===== config.mk =====
export PLATFORM = sky130hd
export DESIGN_NAME = eeprom_cmd_seq
export DESIGN_NICKNAME = d
export VERILOG_FILES = /design/src/rtl/eepseq_pkg.sv /design/src/rtl/eepseq_shifter.sv /design/src/rtl/eepseq_ctrl.sv /design/src/rtl/eeprom_cmd_seq.sv
export SDC_FILE = /design/constraint.sdc
export NUM_CORES = 1
export LEC_CHECK = 0
export ABC_AREA = 0
export BUFFER_PORTS_ARGS = -buffer_cell sky130_fd_sc_hd__buf_2
export CAP_MARGIN = 25
export CORE_AREA = 8 8 106 108
export DETAILED_ROUTE_END_ITERATION = 8
export DIE_AREA = 0 0 114 116
export PLACE_DENSITY = 0.76
export SLEW_MARGIN = 25
export SYNTH_ARGS = -nofsm -noshare
export SYNTH_HDL_FRONTEND = slang
export SYNTH_SLANG_ARGS = --single-unit

===== constraint.sdc =====
create_clock -name clk -period 2 [get_ports clk]
set_input_delay 0.2 -clock clk [delete_from_list [all_inputs] [get_ports clk]]
set_output_delay 0.2 -clock clk [all_outputs]
set_load 0.05 [all_outputs]

===== src/rtl/eepseq_pkg.sv =====
package eepseq_pkg;

  localparam logic [7:0] OP_READ  = 8'h03;
  localparam logic [7:0] OP_WRITE = 8'h02;
  localparam logic [7:0] OP_WREN  = 8'h06;
  localparam logic [7:0] OP_RDSR  = 8'h05;

  typedef enum logic [1:0] {FR_READ, FR_WREN, FR_WRITE, FR_RDSR} frame_e;

  // index of the last byte in a frame
  function automatic logic [1:0] frame_last(frame_e f);
    case (f)
      FR_WREN: return 2'd0;
      FR_RDSR: return 2'd1;
      default: return 2'd3;
    endcase
  endfunction

  function automatic logic [7:0] frame_byte(frame_e f, logic [1:0] i,
                                            logic [15:0] a, logic [7:0] d);
    case (i)
      2'd0: begin
        case (f)
          FR_READ:  return OP_READ;
          FR_WREN:  return OP_WREN;
          FR_WRITE: return OP_WRITE;
          default:  return OP_RDSR;
        endcase
      end
      2'd1:    return (f == FR_RDSR) ? 8'h00 : a[15:8];
      2'd2:    return a[7:0];
      default: return (f == FR_WRITE) ? d : 8'h00;
    endcase
  endfunction

endpackage


===== src/rtl/eepseq_shifter.sv =====
module eepseq_shifter #(
  parameter int HALF_CYC = 2,
  parameter bit CPOL     = 1'b0
) (
  input  logic       clk,
  input  logic       rst,
  input  logic       start,
  input  logic [7:0] tx,
  input  logic       miso,
  output logic       sclk,
  output logic       mosi,
  output logic       busy,
  output logic       done,
  output logic [7:0] rx
);
  localparam int DIV_W = (HALF_CYC > 1) ? $clog2(HALF_CYC) : 1;

  logic [DIV_W-1:0] div;
  logic [3:0]       half;
  logic [7:0]       tx_sh, rx_sh;

  always_ff @(posedge clk) begin
    if (rst) begin
      busy  <= 1'b0;
      done  <= 1'b0;
      sclk  <= CPOL;
      mosi  <= 1'b0;
      div   <= '0;
      half  <= '0;
      tx_sh <= '0;
      rx_sh <= '0;
      rx    <= '0;
    end else begin
      done <= 1'b0;
      if (!busy) begin
        if (start) begin
          busy  <= 1'b1;
          sclk  <= 1'b0;
          tx_sh <= tx;
          mosi  <= tx[7];
          div   <= '0;
          half  <= '0;
        end
      end else if (div != DIV_W'(HALF_CYC - 1)) begin
        div <= div + 1'b1;
      end else begin
        div  <= '0;
        half <= half + 1'b1;
        if (!half[0]) begin
          sclk  <= 1'b1;                    // rising edge: sample
          rx_sh <= {rx_sh[6:0], miso};
        end else if (half == 4'd15) begin
          busy <= 1'b0;
          sclk <= CPOL;
          done <= 1'b1;
          rx   <= rx_sh;
        end else begin
          sclk  <= 1'b0;                    // falling edge: next bit out
          tx_sh <= {tx_sh[6:0], 1'b0};
          mosi  <= tx_sh[6];
        end
      end
    end
  end

  // between bytes the clock rests at its idle level
  a_r7_idle_level: assert property (@(posedge clk) disable iff (rst)
    (!busy && $past(!busy)) |-> (sclk == CPOL));

  // mosi moves only while sclk is low during a byte
  a_r7_mosi_on_low: assert property (@(posedge clk) disable iff (rst)
    (busy && $past(busy) && !$stable(mosi)) |-> !sclk);

endmodule


===== src/rtl/eepseq_ctrl.sv =====
module eepseq_ctrl
  import eepseq_pkg::*;
#(
  parameter int SETUP_CYC  = 25,
  parameter int HOLD_CYC   = 25,
  parameter int IDLE_CYC   = 50,
  parameter int POLL_LIMIT = 1000
) (
  input  logic        clk,
  input  logic        rst,
  input  logic        req_valid,
  input  logic        req_write,
  input  logic [15:0] req_addr,
  input  logic [7:0]  req_wdata,
  output logic        busy,
  output logic        done,
  output logic        err,
  output logic [7:0]  rd_data,
  output logic        cs_n,
  output logic        x_start,
  output logic [7:0]  x_tx,
  input  logic        x_busy,
  input  logic        x_done,
  input  logic [7:0]  x_rx
);
  localparam int MAX_CYC = (SETUP_CYC > HOLD_CYC) ?
                           ((SETUP_CYC > IDLE_CYC) ? SETUP_CYC : IDLE_CYC) :
                           ((HOLD_CYC > IDLE_CYC) ? HOLD_CYC : IDLE_CYC);
  localparam int CNT_W  = $clog2(MAX_CYC + 1);
  localparam int POLL_W = $clog2(POLL_LIMIT + 1);

  typedef enum logic [2:0] {S_IDLE, S_SETUP, S_SHIFT, S_HOLD, S_GAP} st_e;

  st_e               st;
  frame_e            frame;
  logic [CNT_W-1:0]  cnt;
  logic [1:0]        idx;
  logic [POLL_W-1:0] polls;
  logic [15:0]       addr_q;
  logic [7:0]        wdata_q, last_rx;

  always_ff @(posedge clk) begin
    if (rst) begin
      st      <= S_IDLE;
      frame   <= FR_READ;
      cnt     <= '0;
      idx     <= '0;
      polls   <= '0;
      addr_q  <= '0;
      wdata_q <= '0;
      last_rx <= '0;
      busy    <= 1'b0;
      done    <= 1'b0;
      err     <= 1'b0;
      rd_data <= '0;
      cs_n    <= 1'b1;
      x_start <= 1'b0;
      x_tx    <= '0;
    end else begin
      done    <= 1'b0;
      err     <= 1'b0;
      x_start <= 1'b0;
      case (st)
        S_IDLE: if (req_valid) begin
          busy    <= 1'b1;
          addr_q  <= req_addr;
          wdata_q <= req_wdata;
          frame   <= req_write ? FR_WREN : FR_READ;
          cs_n    <= 1'b0;
          cnt     <= '0;
          st      <= S_SETUP;
        end
        S_SETUP: if (cnt == CNT_W'(SETUP_CYC - 1)) begin
          x_start <= 1'b1;
          x_tx    <= frame_byte(frame, 2'd0, addr_q, wdata_q);
          idx     <= '0;
          st      <= S_SHIFT;
        end else cnt <= cnt + 1'b1;
        S_SHIFT: if (x_done) begin
          if (idx == frame_last(frame)) begin
            last_rx <= x_rx;
            cnt     <= '0;
            st      <= S_HOLD;
          end else begin
            idx     <= idx + 1'b1;
            x_start <= 1'b1;
            x_tx    <= frame_byte(frame, idx + 1'b1, addr_q, wdata_q);
          end
        end
        S_HOLD: if (cnt == CNT_W'(HOLD_CYC - 1)) begin
          cs_n <= 1'b1;
          cnt  <= '0;
          st   <= S_GAP;
        end else cnt <= cnt + 1'b1;
        S_GAP: if (cnt == CNT_W'(IDLE_CYC - 1)) begin
          cnt <= '0;
          case (frame)
            FR_READ: begin
              rd_data <= last_rx;
              done    <= 1'b1;
              busy    <= 1'b0;
              st      <= S_IDLE;
            end
            FR_WREN: begin
              frame <= FR_WRITE;
              cs_n  <= 1'b0;
              st    <= S_SETUP;
            end
            FR_WRITE: begin
              polls <= '0;
              frame <= FR_RDSR;
              cs_n  <= 1'b0;
              st    <= S_SETUP;
            end
            default: begin
              if (!last_rx[0] || polls == POLL_W'(POLL_LIMIT - 1)) begin
                err  <= last_rx[0];
                done <= 1'b1;
                busy <= 1'b0;
                st   <= S_IDLE;
              end else begin
                polls <= polls + 1'b1;
                cs_n  <= 1'b0;
                st    <= S_SETUP;
              end
            end
          endcase
        end else cnt <= cnt + 1'b1;
        default: st <= S_IDLE;
      endcase
    end
  end

  // no byte is on the wire while the device is deselected
  a_r5_quiet_when_deselected: assert property (@(posedge clk) disable iff (rst)
    cs_n |-> !x_busy);

  // done is a single-cycle pulse that closes a busy interval
  a_r10_done_single: assert property (@(posedge clk) disable iff (rst)
    done |=> !done);
  a_r10_done_after_busy: assert property (@(posedge clk) disable iff (rst)
    done |-> (!busy && $past(busy)));

  // error is only reported with completion
  a_r8_err_with_done: assert property (@(posedge clk) disable iff (rst)
    err |-> done);
  a_r8_poll_bound: assert property (@(posedge clk) disable iff (rst)
    polls < POLL_W'(POLL_LIMIT));

  // captured request is frozen while an operation runs
  a_r9_request_frozen: assert property (@(posedge clk) disable iff (rst)
    (busy && $past(busy)) |-> ($stable(addr_q) && $stable(wdata_q)));

endmodule


===== src/rtl/eeprom_cmd_seq.sv =====
module eeprom_cmd_seq #(
  parameter int CLK_PERIOD_NS = 10,
  parameter int CS_SETUP_NS   = 250,
  parameter int CS_HOLD_NS    = 250,
  parameter int CS_IDLE_NS    = 500,
  parameter int HALF_CYC      = 2,
  parameter bit MODE3         = 1'b0,
  parameter int POLL_LIMIT    = 1000
) (
  input  logic        clk,
  input  logic        rst,
  input  logic        req_valid,
  input  logic        req_write,
  input  logic [15:0] req_addr,
  input  logic [7:0]  req_wdata,
  output logic        busy,
  output logic        done,
  output logic        err,
  output logic [7:0]  rd_data,
  output logic        cs_n,
  output logic        sclk,
  output logic        mosi,
  input  logic        miso
);
  localparam int SETUP_RAW = (CS_SETUP_NS + CLK_PERIOD_NS - 1) / CLK_PERIOD_NS;
  localparam int HOLD_RAW  = (CS_HOLD_NS  + CLK_PERIOD_NS - 1) / CLK_PERIOD_NS;
  localparam int IDLE_RAW  = (CS_IDLE_NS  + CLK_PERIOD_NS - 1) / CLK_PERIOD_NS;
  localparam int SETUP_CYC = (SETUP_RAW < 1) ? 1 : SETUP_RAW;
  localparam int HOLD_CYC  = (HOLD_RAW  < 1) ? 1 : HOLD_RAW;
  localparam int IDLE_CYC  = (IDLE_RAW  < 1) ? 1 : IDLE_RAW;

  logic       x_start, x_busy, x_done;
  logic [7:0] x_tx, x_rx;

  eepseq_ctrl #(
    .SETUP_CYC (SETUP_CYC),
    .HOLD_CYC  (HOLD_CYC),
    .IDLE_CYC  (IDLE_CYC),
    .POLL_LIMIT(POLL_LIMIT)
  ) u_ctrl (
    .clk      (clk),
    .rst      (rst),
    .req_valid(req_valid),
    .req_write(req_write),
    .req_addr (req_addr),
    .req_wdata(req_wdata),
    .busy     (busy),
    .done     (done),
    .err      (err),
    .rd_data  (rd_data),
    .cs_n     (cs_n),
    .x_start  (x_start),
    .x_tx     (x_tx),
    .x_busy   (x_busy),
    .x_done   (x_done),
    .x_rx     (x_rx)
  );

  eepseq_shifter #(
    .HALF_CYC(HALF_CYC),
    .CPOL    (MODE3)
  ) u_shift (
    .clk  (clk),
    .rst  (rst),
    .start(x_start),
    .tx   (x_tx),
    .miso (miso),
    .sclk (sclk),
    .mosi (mosi),
    .busy (x_busy),
    .done (x_done),
    .rx   (x_rx)
  );

endmodule


Word-level counts from Yosys, hierarchy flattened
Cells that the tools add are included.
- register bits: 108
- latch bits: 0
- bits in writable memories: 0
- bits in read-only memories: 0
- bits of input ports: 29
- output and inout port bits: 14
- memories: 0
- add/subtract/negate cells: 5
- multiply operators: 0
- div/mod/pow operators: 0
- order comparisons: 0
- equality and inequality tests: 31
- shift-type cells: 0
- muxes and demuxes: 81
- bitwise gates (word level): 7
- reductions and logical operators: 29
- operator list (kind ; count):
    8-bit two-way mux ; 5
    6-bit two-way mux ; 6
    7-bit two-way mux ; 5
    1-bit two-way mux ; 30
    6-bit case mux with 5 select lines ; 1
    8-bit case mux with 3 select lines ; 1
    10-bit case mux with 2 select lines ; 1
    4-bit AND reduction ; 5
    3-bit two-way mux ; 6
    2-bit two-way mux ; 8
    2-bit inequality test (second input constant) ; 8
    2-bit case mux with 2 select lines ; 4
    8-bit case mux with 2 select lines ; 1
    3-bit case mux with 5 select lines ; 1
    4-bit two-way mux ; 3
    2-bit by 1-bit inequality test with 1-bit output (second input constant) ; 6
    6-bit AND reduction ; 2
    10-bit by 1-bit adder with 10-bit output (second input constant) ; 1
    10-bit == test (second input constant) ; 1
    10-bit two-way mux ; 1
    1-bit case mux with 2 select lines ; 5
    5-bit AND reduction ; 2
    3-bit case mux with 3 select lines ; 1
    3-bit AND reduction ; 3
    30 further kinds ; 46

Logic depth before layout (Yosys ltp)
Gate-level depths: netlist of the first run.
- depth after elaboration: 9
- depth in mapped cells: 8
- depth with buffers taken out: 6

Cells and area by module
A second synthesis of the first run with hierarchy kept.
- cell total of the unflattened synthesis: 555
- area, all modules: 4862.2 sq um
- by module, submodules not included (module ; instances ; cells each ; area each (sq um) ; sequential area each (sq um)):
    eepseq_ctrl ; 1 ; 421 ; 3527.1 ; 1521.5
    eepseq_shifter ; 1 ; 134 ; 1335.0 ; 620.6

Worst setup path after synthesis of the first run
OpenSTA, ideal clock, no wires.
- path kind: reg2reg
- start: reg u_shift.half[0]
- end: reg u_shift.tx_sh[3]
- arrival time: 1.880 ns
- path slack: 0.035 ns
- cell stages (with the launch flop): 7
- period minus slack after synthesis: 1.965 ns
- cell sequence: dfxtp_1 ha_1 and3_1 o22ai_1 clkbuf_1 nor2_1 a211oi_1
- word-level cells in the longest chain between the ends: 3
- ends and longest elaborated chain (item ; line ; text):
    from (decl) ; eepseq_shifter.sv:19 ; logic [3:0] half;
    from (signal assigned) ; eepseq_shifter.sv:48 ; half <= half + 1'b1;
    4-bit == test ; eepseq_shifter.sv:52 ; end else if (half == 4'd15) begin
    2-bit inequality test (no source line) ; n/a ;
    4-bit AND reduction (no source line) (*) ; n/a ;
    to (signal assigned) ; eepseq_shifter.sv:39 ; tx_sh <= tx;
    to (signal assigned) ; eepseq_shifter.sv:59 ; tx_sh <= {tx_sh[6:0], 1'b0};
    to (decl) ; eepseq_shifter.sv:20 ; logic [7:0] tx_sh, rx_sh;
Every way passes the cells marked *; elsewhere a longest branch is shown, timed or not.
A chain may end at the register's enable or synchronous reset.

Final worst setup path of the first run
- start: reg u_ctrl.st[1]
- end: reg u_ctrl.cnt[5]
- word-level cells in the longest chain between the ends: 3
- ends and longest elaborated chain (item ; line ; text):
    from (decl) ; eepseq_ctrl.sv:34 ; st_e st;
    from (signal assigned) ; eepseq_ctrl.sv:44 ; st <= S_IDLE;
    from (signal assigned) ; eepseq_ctrl.sv:71 ; st <= S_SETUP;
    from (signal assigned) ; eepseq_ctrl.sv:77 ; st <= S_SHIFT;
    3-bit by 1-bit == test with 1-bit output (tied with other cells) ; n/a ;
    5-bit nonzero test (no source line) (tied with other cells) ; n/a ;
    5-bit AND reduction (no source line) ; n/a ;
    to (signal assigned) ; eepseq_ctrl.sv:78 ; end else cnt <= cnt + 1'b1;
    to (signal assigned) ; eepseq_ctrl.sv:94 ; end else cnt <= cnt + 1'b1;
    to (signal assigned) ; eepseq_ctrl.sv:128 ; end else cnt <= cnt + 1'b1;
    to (decl) ; eepseq_ctrl.sv:36 ; logic [CNT_W-1:0] cnt;
Several ways; a longest one is shown, not always the timed one.

==> impl_metrics.env, run 1 <==
export IMPL_drt_pass1_iter_count=4
export IMPL_finalCriticalPeriod_ns=1.88
export IMPL_drive_gt1_frac=0.186
export IMPL_layout_common_cells="105 x dfxtp_1, 91 x nand2_1, 52 x a21oi_1"
export IMPL_crit_fanout=12
export IMPL_p_int_mw=2.86
export IMPL_critPathKind="register to register"
export IMPL_path_buf_inv=1
export IMPL_setup_viol=0
export IMPL_met1Wirelength_um=5140
export IMPL_power_density_mw_per_mm2=683
export IMPL_clk_pin_slew_ns=0.11
export IMPL_wl_per_cell_um=15.0
export IMPL_critPathLaunchType="register"
export IMPL_routed_wl_met2_um=5600
export IMPL_root_buffer="clkbuf_8"
export IMPL_max_freq_ghz=0.532
export IMPL_htreeDepth=3
export IMPL_finalNetCount=672
export IMPL_syn_inst=580
export IMPL_hpwlAfterDp_um=8300
export IMPL_cts_made_buffers=9
export IMPL_synth_area_mm2=0.00502
export IMPL_layout_setup_ws_ns=0.121
export IMPL_drtIter0Drc=254
export IMPL_clockBufferDepth=2
export IMPL_drv_cap=0
export IMPL_power_frac_comb=0.097
export IMPL_routed_via_density=5.58
export IMPL_mostFrequentLayoutCell="dfxtp_1"
export IMPL_gr_usage_all_layers=0.181
export IMPL_core_area_mm2=0.00955
export IMPL_endpoint_kind="register"
export IMPL_synth_ff_type="dfxtp_1"
export IMPL_die_w_um=114
export IMPL_vias=4274
export IMPL_port_buffers=42
export IMPL_diodes=0
export IMPL_cts_tree="done"
export IMPL_drc=0
export IMPL_placed_area_mm2=0.00549
export IMPL_power_frac_seq=0.568
export IMPL_p_switching_mw=1.04
export IMPL_async_reset_ff_frac=0
export IMPL_ios=43
export IMPL_antenna_found_initial=0
export IMPL_peakVddDrop_uv=477
export IMPL_die_h_um=116
export IMPL_antenna_violating_nets_post_route=0
export IMPL_grt_pass1_vias=4178
export IMPL_arrival_ns=2.12
export IMPL_grt_max_degree=47
export IMPL_total_power_mw=3.90
export IMPL_n_fill_cell=861
export IMPL_clkSinkCount=107
export IMPL_grt_setup_unrepaired="no"
export IMPL_p_leak_nw=2.22
export IMPL_cpLargestDelayFamily="compound AO/OA/AOI/OAI gates"
export IMPL_die_area_mm2=0.0132
export IMPL_cpMaxStageDelayCell="dfxtp_1"
export IMPL_drt_total_wl_um=11500
export IMPL_dp_slack_ns=0.0219
export IMPL_synth_warnings=0
export IMPL_setup_tns_ns=0
export IMPL_synth_area_per_cell_um2=8.66
export IMPL_synth_edf_count=0
export IMPL_p_clk_frac=0.335
export IMPL_hold_class="input pin to register"
export IMPL_p_sw_frac=0.267
export IMPL_start_util=0.526
export IMPL_stdcell_area_mm2=0.00572
export IMPL_final_util=0.599
export IMPL_grt_pass1_wl_um=19400
export IMPL_synth_seq_area_share=0.427
export IMPL_rows=36
export IMPL_slew_violations=0
export IMPL_path_cells="buf_4 > o31ai_1 > nand3_1 > o311ai_0"
export IMPL_timing_slew_headroom=0.647
export IMPL_ys_ff_latch=107
export IMPL_min_period_over_period=0.940
export IMPL_hold_viol_final=0
export IMPL_hold_buffers=0
export IMPL_wl_met3_um=508
export IMPL_ys_types=68
export IMPL_synth_fp_nets=624
export IMPL_clkLatencyLatePin_ns=0.38
export IMPL_max_stage_delay_ns=0.48
export IMPL_area_delta_synth_final_pct=13.8
export IMPL_gp_congestion=0.903
export IMPL_fin_skew_ns=0.0137
export IMPL_grt_ovfl_total=0
export IMPL_timing_hold_ws_ns=0.0417
export IMPL_max_slew_worst_pin_slew_ns=0.529
export IMPL_cp_required_ns=2.24
export IMPL_fin_cells=766
export IMPL_highest_layer="met4"
export IMPL_status="finished, final reports clean"
export IMPL_place_inst=750
==> cell type report <==
| cell class | instances | area, um2 | share of cell area |
|---|---|---|---|
| clock inverters | 5 | 45.0 | 0.00788 |
| inverters | 22 | 82.6 | 0.0144 |
| flip-flops and latches | 107 | 2140 | 0.375 |
| repair buffers | 73 | 443 | 0.0775 |
| multi-input cells | 415 | 2680 | 0.469 |
| well taps | 133 | 166 | 0.0291 |
| clock buffers | 11 | 151 | 0.0265 |
==> worst reg2reg max path: cells and delay by family (launching register included) <==
kind	cells	cell delay [ns]
AO/OA/AOI/OAI	2	0.75
AND/OR/NAND/NOR	1	0.27
buffers and inverters	1	0.25
flip-flops	1	0.48
==> registers in the layout, indices dropped and copies added, names as in the netlist, 2 cells and up <==
signal          cells
u_ctrl.idx          2
u_ctrl.frame        2
u_ctrl.addr_q      16
u_ctrl.cnt          6
u_ctrl.x_tx         8
u_ctrl.last_rx      8
u_ctrl.polls       10
u_ctrl.st           3
u_shift.half        4
u_ctrl.wdata_q      8
u_shift.rx_sh       8
u_shift.rx          8
u_ctrl.rd_data      8
u_shift.tx_sh       7
==> layer usage <==
layer	global-route usage	up-vias
li1	-	2164
met1	0.204	2001
met2	0.316	86
met3	0.0505	23
met4	0.0701	0
met5	0	-
==> logic make-up (layout without fill, tap and decap cells) <==
group | count (synthesis) | in the layout | share of synthesized area
AO/OA/AOI/OAI | 127 | 127 | 0.169
XOR/XNOR | 3 | 3 | 0.00523
adder cells (fa/ha/maj) | 15 | 15 | 0.0374
buffers and inverters | 58 | 111 | 0.0481
flip-flops | 107 | 107 | 0.427
multiplexers | 41 | 41 | 0.0825
AND/OR/NAND/NOR | 229 | 229 | 0.231
==> synthesized netlist by cell type, types with 4 or more instances <==
master    count  share of area
nor3_1       11          0.011
nor2_1       49          0.037
a31oi_1       5         0.0062
o32ai_1       4         0.0070
a221o_1       6          0.012
a21oi_1      52          0.052
buf_1         5         0.0037
and3_1        4         0.0050
mux2i_1      38          0.076
a221oi_1      4         0.0070
nor3b_1       4         0.0060
o21ai_0      11          0.011
nand2_1      91          0.068
dfxtp_1     107           0.43
nor2b_1       8          0.010
ha_1         15          0.037
buf_2         7         0.0070
nand3_1      17          0.017
inv_1        22          0.016
nand2b_1      5         0.0062
o31ai_1       6         0.0090
a211oi_1     11          0.016
clkbuf_1     22          0.016
nand4_1       5         0.0062
and2_1        4         0.0050
==> repair_timing <==
action | CTS | global route
setup endpoints to repair | 0 | 10
buffers inserted | 0 | 0
hold endpoints to repair | 0 | 0
resized for setup | 0 | 10
==> power by group through the flow <==
stage | Clock (mW) | Combinational, mW | Sequential [mW]
floorplan | 0 | 0.228 | 2.27
global placement | 0 | 0.356 | 2.26
detailed placement | 0 | 0.366 | 2.26
CTS | 1.34 | 0.368 | 2.22
global route | 1.44 | 0.415 | 2.22
finish | 1.31 | 0.377 | 2.22
==> final timing paths <==
kind / cells after the start / slack (ns) / startpoint / to
setup / recovery: 4 / 0.12 / u_ctrl.st[1] / u_ctrl.cnt[5]
hold / removal: 3 / 0.04 / req_addr[14] / u_ctrl.addr_q[14]
setup reg to reg: 4 / 0.12 / u_ctrl.st[1] / u_ctrl.cnt[5]
hold reg to reg: 2 / 0.46 / u_ctrl.addr_q[14] / u_ctrl.addr_q[14]
Note: power is estimated with default switching activity, not from simulation.
==> run 2: changes to the inputs <==
- CORE_AREA: 8 8 106 108 -> 8 8 110 102
- DIE_AREA: 0 0 114 116 -> 0 0 118 110
- PLACE_DENSITY: 0.76 -> 0.75
- REMOVE_ABC_BUFFERS: unset -> 1
- SYNTH_HIERARCHICAL: unset -> 1
==> impl_metrics.env, run 2 <==
export IMPL_status="complete, but fails checks"
export IMPL_violations="setup timing"
export IMPL_grt_pass1_wl_um=18500
export IMPL_clkSinkCount=107
export IMPL_drt_pass1_iter_count=5
export IMPL_synthTopCellsByCount="107 x dfxtp_1, 68 x nand2_1, 50 x a21oi_1"
export IMPL_fin_cells=742
export IMPL_drv_cap=0
export IMPL_core_area_mm2=0.00940
export IMPL_critPathLaunchType="register"
export IMPL_clkLatencyLatePin_ns=0.37
export IMPL_slew_violations=0
export IMPL_async_reset_ff_frac=0
export IMPL_htreeDepth=3
export IMPL_max_freq_ghz=0.476
export IMPL_clk_pin_slew_ns=0.10
export IMPL_drive_gt1_frac=0.206
export IMPL_gr_usage_all_layers=0.168
export IMPL_max_slew_worst_pin_slew_ns=0.538
export IMPL_grt_setup_unrepaired="yes"
export IMPL_synth_top_area_frac=0.441
export IMPL_mostFrequentLayoutCell="dfxtp_1"
export IMPL_ff_latch_area_mm2=0.00214
export IMPL_largest_register_ffs=16
export IMPL_start_util=0.517
export IMPL_routed_via_density=5.68
export IMPL_power_frac_comb=0.090
export IMPL_synth_area_mm2=0.00486
export IMPL_final_util=0.611
export IMPL_finalCriticalPeriod_ns=2.10
export IMPL_min_period_over_period=1.05
export IMPL_path_cells="inv_2 > ha_4 > or4b_4 > buf_4 > buf_6 > nor4_4 > buf_6 > o211ai_1 > xnor2_1 > nor2b_1"
export IMPL_fin_skew_ns=0.0132
export IMPL_largest_register="u_ctrl/addr_q"
export IMPL_ios=43
export IMPL_die_w_um=118
export IMPL_n_fill_cell=783
export IMPL_place_inst=722
export IMPL_cts_tree="done"
export IMPL_p_sw_frac=0.243
export IMPL_die_h_um=110
export IMPL_area_delta_synth_final_pct=18.1
export IMPL_crit_fanout=8
export IMPL_diodes=0
export IMPL_reg_largest_list="u_ctrl/addr_q x16, u_ctrl/polls x10"
export IMPL_setup_viol=10
export IMPL_p_leak_nw=2.20
export IMPL_synth_ff_type="dfxtp_1"
export IMPL_p_clk_frac=0.360
export IMPL_hpwlAfterDp_um=7620
export IMPL_layout_common_cells="105 x dfxtp_1, 68 x nand2_1, 48 x nor2_1, 48 x a21oi_1, 42 x buf_2"
export IMPL_synth_edf_count=0
export IMPL_peakVddDrop_uv=374
export IMPL_p_switching_uw=969
export IMPL_synth_most_common_cell="dfxtp_1"
export IMPL_power_density_mw_per_mm2=695
export IMPL_ys_types=60
export IMPL_antenna_found_initial=0
export IMPL_cpLargestDelayFamily="simple AND/OR/NAND/NOR gates"
export IMPL_hold_class="input pin to register"
export IMPL_endpoint_kind="register"
export IMPL_cpMaxStageDelayCell="or4b_4"
export IMPL_wl_per_cell_um=14.9
export IMPL_synth_area_per_cell_um2=8.76
export IMPL_gp_congestion=0.889
export IMPL_p_int_mw=3.02
export IMPL_finalNetCount=654
export IMPL_grt_max_degree=33
export IMPL_path_buf_inv=4
export IMPL_drtIter0Drc=248
export IMPL_total_power_mw=3.99
export IMPL_arrival_ns=2.36
export IMPL_cts_made_buffers=9
export IMPL_layout_setup_ws_ns=-0.102
export IMPL_rows=34
export IMPL_hold_buffers=0
export IMPL_synth_largest_area_cell="dfxtp_1"
export IMPL_netlist_top_cells_area="dfxtp_1 44%, mux2i_1 7.0%, nand2_1 5.2%"
export IMPL_grt_pass1_vias=4132
export IMPL_critPathKind="register to register"
export IMPL_cp_required_ns=2.26
export IMPL_timing_slew_headroom=0.640
export IMPL_syn_inst=555
export IMPL_grt_ovfl_total=0
export IMPL_crit_top_cell="buf_6"
export IMPL_synth_warnings=6
export IMPL_synth_seq_area_share=0.441
export IMPL_die_area_mm2=0.0130
export IMPL_drt_total_wl_um=11000
export IMPL_multiInputGateArea_mm2=0.00264
export IMPL_vias=4212
export IMPL_drc=0
export IMPL_root_buffer="clkbuf_8"
export IMPL_hold_viol_final=0
export IMPL_power_frac_seq=0.550
export IMPL_port_buffers=42
export IMPL_ys_ff_latch=107
export IMPL_clockBufferDepth=2
export IMPL_max_stage_delay_ns=0.48
export IMPL_antenna_violating_nets_post_route=0
run 2: cell types whose count changed after synthesis, sizes merged, moves of 5 or more:
| cell | before | now |
|---|---|---|
| a22o | 1 | 6 |
| a31o | 1 | 8 |
| a22oi | 0 | 12 |
| a2111oi | 3 | 8 |
| o21ai | 11 | 32 |
| a211oi | 12 | 3 |
| nand2 | 91 | 68 |
| nand3 | 19 | 30 |
| inv | 22 | 14 |
| a221o | 6 | 0 |
run 2: power by group through the flow:
stage	Clock [mW]	Combinational [mW]	Sequential, mW
2_1_floorplan	0	0.154	2.26
3_3_place_gp	0	0.323	2.24
3_5_place_dp	0	0.332	2.24
4_1_cts	1.48	0.338	2.19
5_1_grt	1.55	0.398	2.20
6_report	1.44	0.360	2.19
run 2: worst paths after layout:
kind	start	to	slack, ns	cells past startpoint
worst max register to register	u_ctrl/frame[1]	u_ctrl/polls[6]	-0.10	10
worst max-delay path	u_ctrl/frame[1]	u_ctrl/polls[6]	-0.10	10
worst min register to register	u_ctrl/addr_q[10]	u_ctrl/addr_q[10]	0.46	2
worst min-delay path	req_addr[9]	u_ctrl/addr_q[9]	0.06	3
run 2: through the flow:
step                area [um2]  setup TNS [ns]  hold slack, ns  worst slack (ns)
global route              5740           -1.71          0.0408            -0.198
detailed placement        5330          -0.417           0.445            -0.136
finish                    5740          -0.781          0.0558            -0.102
global placement          5330         -0.0880           0.432           -0.0573
CTS                       5590          -0.381          0.0367            -0.114
floorplan                 4680           -9.49           0.269            -0.795
run 2: worst register-to-register path: cells and delay by family, from the launching register on:
kind / cells / cell delay (ns)
buf+inv: 4 / 0.50
xor+xnor: 1 / 0.14
simple gates: 3 / 0.74
flops: 1 / 0.35
fa+ha+maj: 1 / 0.15
compound gates: 1 / 0.12
run 2: timing repair:
| item | 4_1_cts | 5_1_grt |
|---|---|---|
| setup endpoints to repair | 4 | 36 |
| pin swaps | 8 | 17 |
| gates resized for setup | 4 | 26 |
| setup buffers | 3 | 2 |
run 2: logic make-up (layout without fill, tap and decap cells):
family / after synthesis / in the layout / synth area share
xor+xnor: 7 / 7 / 0.0126
flops: 107 / 107 / 0.441
compound gates: 147 / 147 / 0.193
buf+inv: 52 / 113 / 0.0479
fa+ha+maj: 14 / 14 / 0.0360
mux: 34 / 34 / 0.0700
simple gates: 194 / 194 / 0.200
run 2: area by class of cell:
class                           instances  area share
Clock buffer                           10      0.0222
Clock inverter                          6      0.0153
Inverter                               14     0.00915
Multi-Input combinational cell        396       0.460
Sequential cell                       107       0.374
Tap cell                              126      0.0275
Timing Repair Buffer                   83      0.0922
run 2: per-layer routing:
metal / track usage / share of wire / vias to the layer above
met2: 0.282 / 0.47 / 126
met5: 0 / 0 / -
met3: 0.0428 / 0.051 / 24
met1: 0.205 / 0.46 / 1970
met4: 0.0721 / 0.020 / 0
li1: - / - / 2092
==> run 3: changes to the inputs <==
- CORE_AREA: 8 8 110 102 -> 8 8 105 98
- DIE_AREA: 0 0 118 110 -> 0 0 113 106
- PLACE_DENSITY: 0.75 -> 0.79
- clock period: 2 -> 2.23 ns (I/O delays scaled with it)
==> impl_metrics.env, run 3 (synthesized netlist as in run 2, its figures left out) <==
export IMPL_status="finished, final reports clean"
export IMPL_clkSinkCount=107
export IMPL_start_util=0.561
export IMPL_stdcell_area_mm2=0.00541
export IMPL_setup_viol=0
export IMPL_p_switching_uw=909
export IMPL_hold_class="input pin to register"
export IMPL_core_area_mm2=0.00867
export IMPL_p_int_mw=2.51
export IMPL_arrival_ns=2.46
export IMPL_critPathLaunchType="register"
export IMPL_drt_pass1_iter_count=5
export IMPL_placed_area_mm2=0.00516
export IMPL_place_inst=680
export IMPL_vias=4132
export IMPL_htreeDepth=3
export IMPL_timing_slew_headroom=0.426
export IMPL_rr_endpoint="u_ctrl/polls[2]"
export IMPL_drtIter0Drc=285
export IMPL_cts_made_buffers=9
export IMPL_ios=43
export IMPL_holdPathEnd="u_ctrl/addr_q[5]"
export IMPL_power_density_mw_per_mm2=633
export IMPL_clkLatencyLatePin_ns=0.38
export IMPL_fin_cells=697
export IMPL_drv_cap=0
export IMPL_routed_via_density=5.93
export IMPL_p_sw_frac=0.266
export IMPL_layout_common_cells="105 x dfxtp_1, 68 x nand2_1, 50 x a21oi_1"
export IMPL_clockBufferDepth=2
export IMPL_hpwlAfterDp_um=7250
export IMPL_grt_ovfl_total=0
export IMPL_diodes=0
export IMPL_dp_slack_ns=-0.0112
export IMPL_finalNetCount=630
export IMPL_drive_gt1_frac=0.155
export IMPL_layout_setup_ws_ns=0.0815
export IMPL_final_util=0.624
export IMPL_reg_largest_list="u_ctrl/addr_q x16, u_ctrl/polls x10"
export IMPL_slew_violations=0
export IMPL_rows=33
export IMPL_largest_register="u_ctrl/addr_q"
export IMPL_endpoint_kind="register"
export IMPL_die_w_um=113
export IMPL_grt_setup_unrepaired="yes"
export IMPL_fin_skew_ns=0.00853
export IMPL_antenna_violating_nets_post_route=0
export IMPL_r2r_start="u_ctrl/frame[1]"
export IMPL_antenna_found_initial=0
export IMPL_gp_congestion=0.901
export IMPL_grt_max_degree=87
export IMPL_p_clk_frac=0.345
export IMPL_drc=0
export IMPL_hold_viol_final=0
export IMPL_cp_required_ns=2.55
export IMPL_port_buffers=42
export IMPL_largest_register_ffs=16
export IMPL_area_delta_synth_final_pct=11.2
export IMPL_finalCriticalPeriod_ns=2.15
export IMPL_crit_fanout=4
export IMPL_total_power_mw=3.42
export IMPL_die_area_mm2=0.0120
export IMPL_peakVddDrop_uv=579
export IMPL_min_period_over_period=0.963
export IMPL_drt_total_wl_um=10500
export IMPL_gr_usage_all_layers=0.174
export IMPL_r2r_slack_ns=0.08
export IMPL_r2r_cells=7
export IMPL_max_slew_worst_pin_slew_ns=0.861
export IMPL_wl_per_cell_um=15.1
export IMPL_whs_path_depth=3
export IMPL_die_h_um=106
export IMPL_hold_start="req_addr[5]"
export IMPL_max_freq_ghz=0.465
export IMPL_critPathKind="register to register"
export IMPL_grt_pass1_vias=3804
export IMPL_root_buffer="clkbuf_8"
export IMPL_hold_buffers=0
export IMPL_grt_pass1_wl_um=17600
export IMPL_p_leak_nw=2.07
export IMPL_clk_pin_slew_ns=0.11
export IMPL_power_frac_seq=0.576
export IMPL_power_frac_comb=0.079
export IMPL_mostFrequentLayoutCell="dfxtp_1"
export IMPL_cts_tree="done"
[run 3: final cells by class]
type | instances | area (um2)
clock buffers | 10 | 138
fillers | 720 | 3260
well taps | 105 | 131
inverters | 14 | 55.1
clock inverters | 6 | 65.1
multi-input cells | 396 | 2520
repair buffers | 59 | 350
flip-flops and latches | 107 | 2140
[run 3: critical path, stage by stage, from the launching register on]
cell and delay [ns]:
dfxtp_2 0.38, inv_4 0.06, ha_4 0.16, or4b_4 0.52
or4_4 0.46, nor3b_4 0.26, nand3b_1 0.12, a21oi_1 0.14
[run 3: worst max-delay path by stage]
stage,to,slack (ns),start,cells after the start
finish,u_ctrl/polls[2],0.08,u_ctrl/frame[1],7
CTS,u_ctrl/polls[2],0.02,u_ctrl/frame[1],7
global placement,u_ctrl/polls[2],0.07,u_ctrl/frame[1],7
floorplan,u_ctrl/cnt[3],-0.56,u_ctrl/frame[1],7
global route,u_ctrl/x_tx[2],-0.03,u_ctrl/frame[1],7
detailed placement,u_ctrl/polls[2],-0.01,u_ctrl/frame[1],7
[run 3: stage by stage]
step / hold slack, ns / setup TNS (ns)
2_1_floorplan: 0.292 / -5.95
3_3_place_gp: 0.443 / 0
3_5_place_dp: 0.447 / -0.0112
4_1_cts: 0.0546 / 0
5_1_grt: 0.0543 / -0.0333
6_report: 0.0672 / 0
[run 3: power groups by stage]
| stage | Clock, mW | Combinational [mW] | Sequential, mW |
|---|---|---|---|
| final | 1.18 | 0.271 | 1.97 |
| after global routing | 1.29 | 0.304 | 1.98 |
| after CTS | 1.21 | 0.263 | 1.97 |
| after detailed placement | 0 | 0.262 | 2.01 |
| after global placement | 0 | 0.254 | 2.01 |
| after floorplan | 0 | 0.138 | 2.02 |
[run 3: metal layers]
| layer | routed length [um] | part of all wire | vias to the layer above | GRT usage |
|---|---|---|---|---|
| met3 | 618 | 0.059 | 23 | 0.0487 |
| met1 | 4890 | 0.46 | 1923 | 0.227 |
| met4 | 164 | 0.016 | 0 | 0.0532 |
| met2 | 4840 | 0.46 | 130 | 0.273 |
| li1 | - | - | 2056 | - |
| met5 | 0 | 0 | - | 0 |
[run 3: timing repair]
action                     4_1_cts  5_1_grt
gates cloned                     0        0
pin swaps                        1        1
setup endpoints to repair        2        9
setup buffers                    0        1
resized for setup                1        8
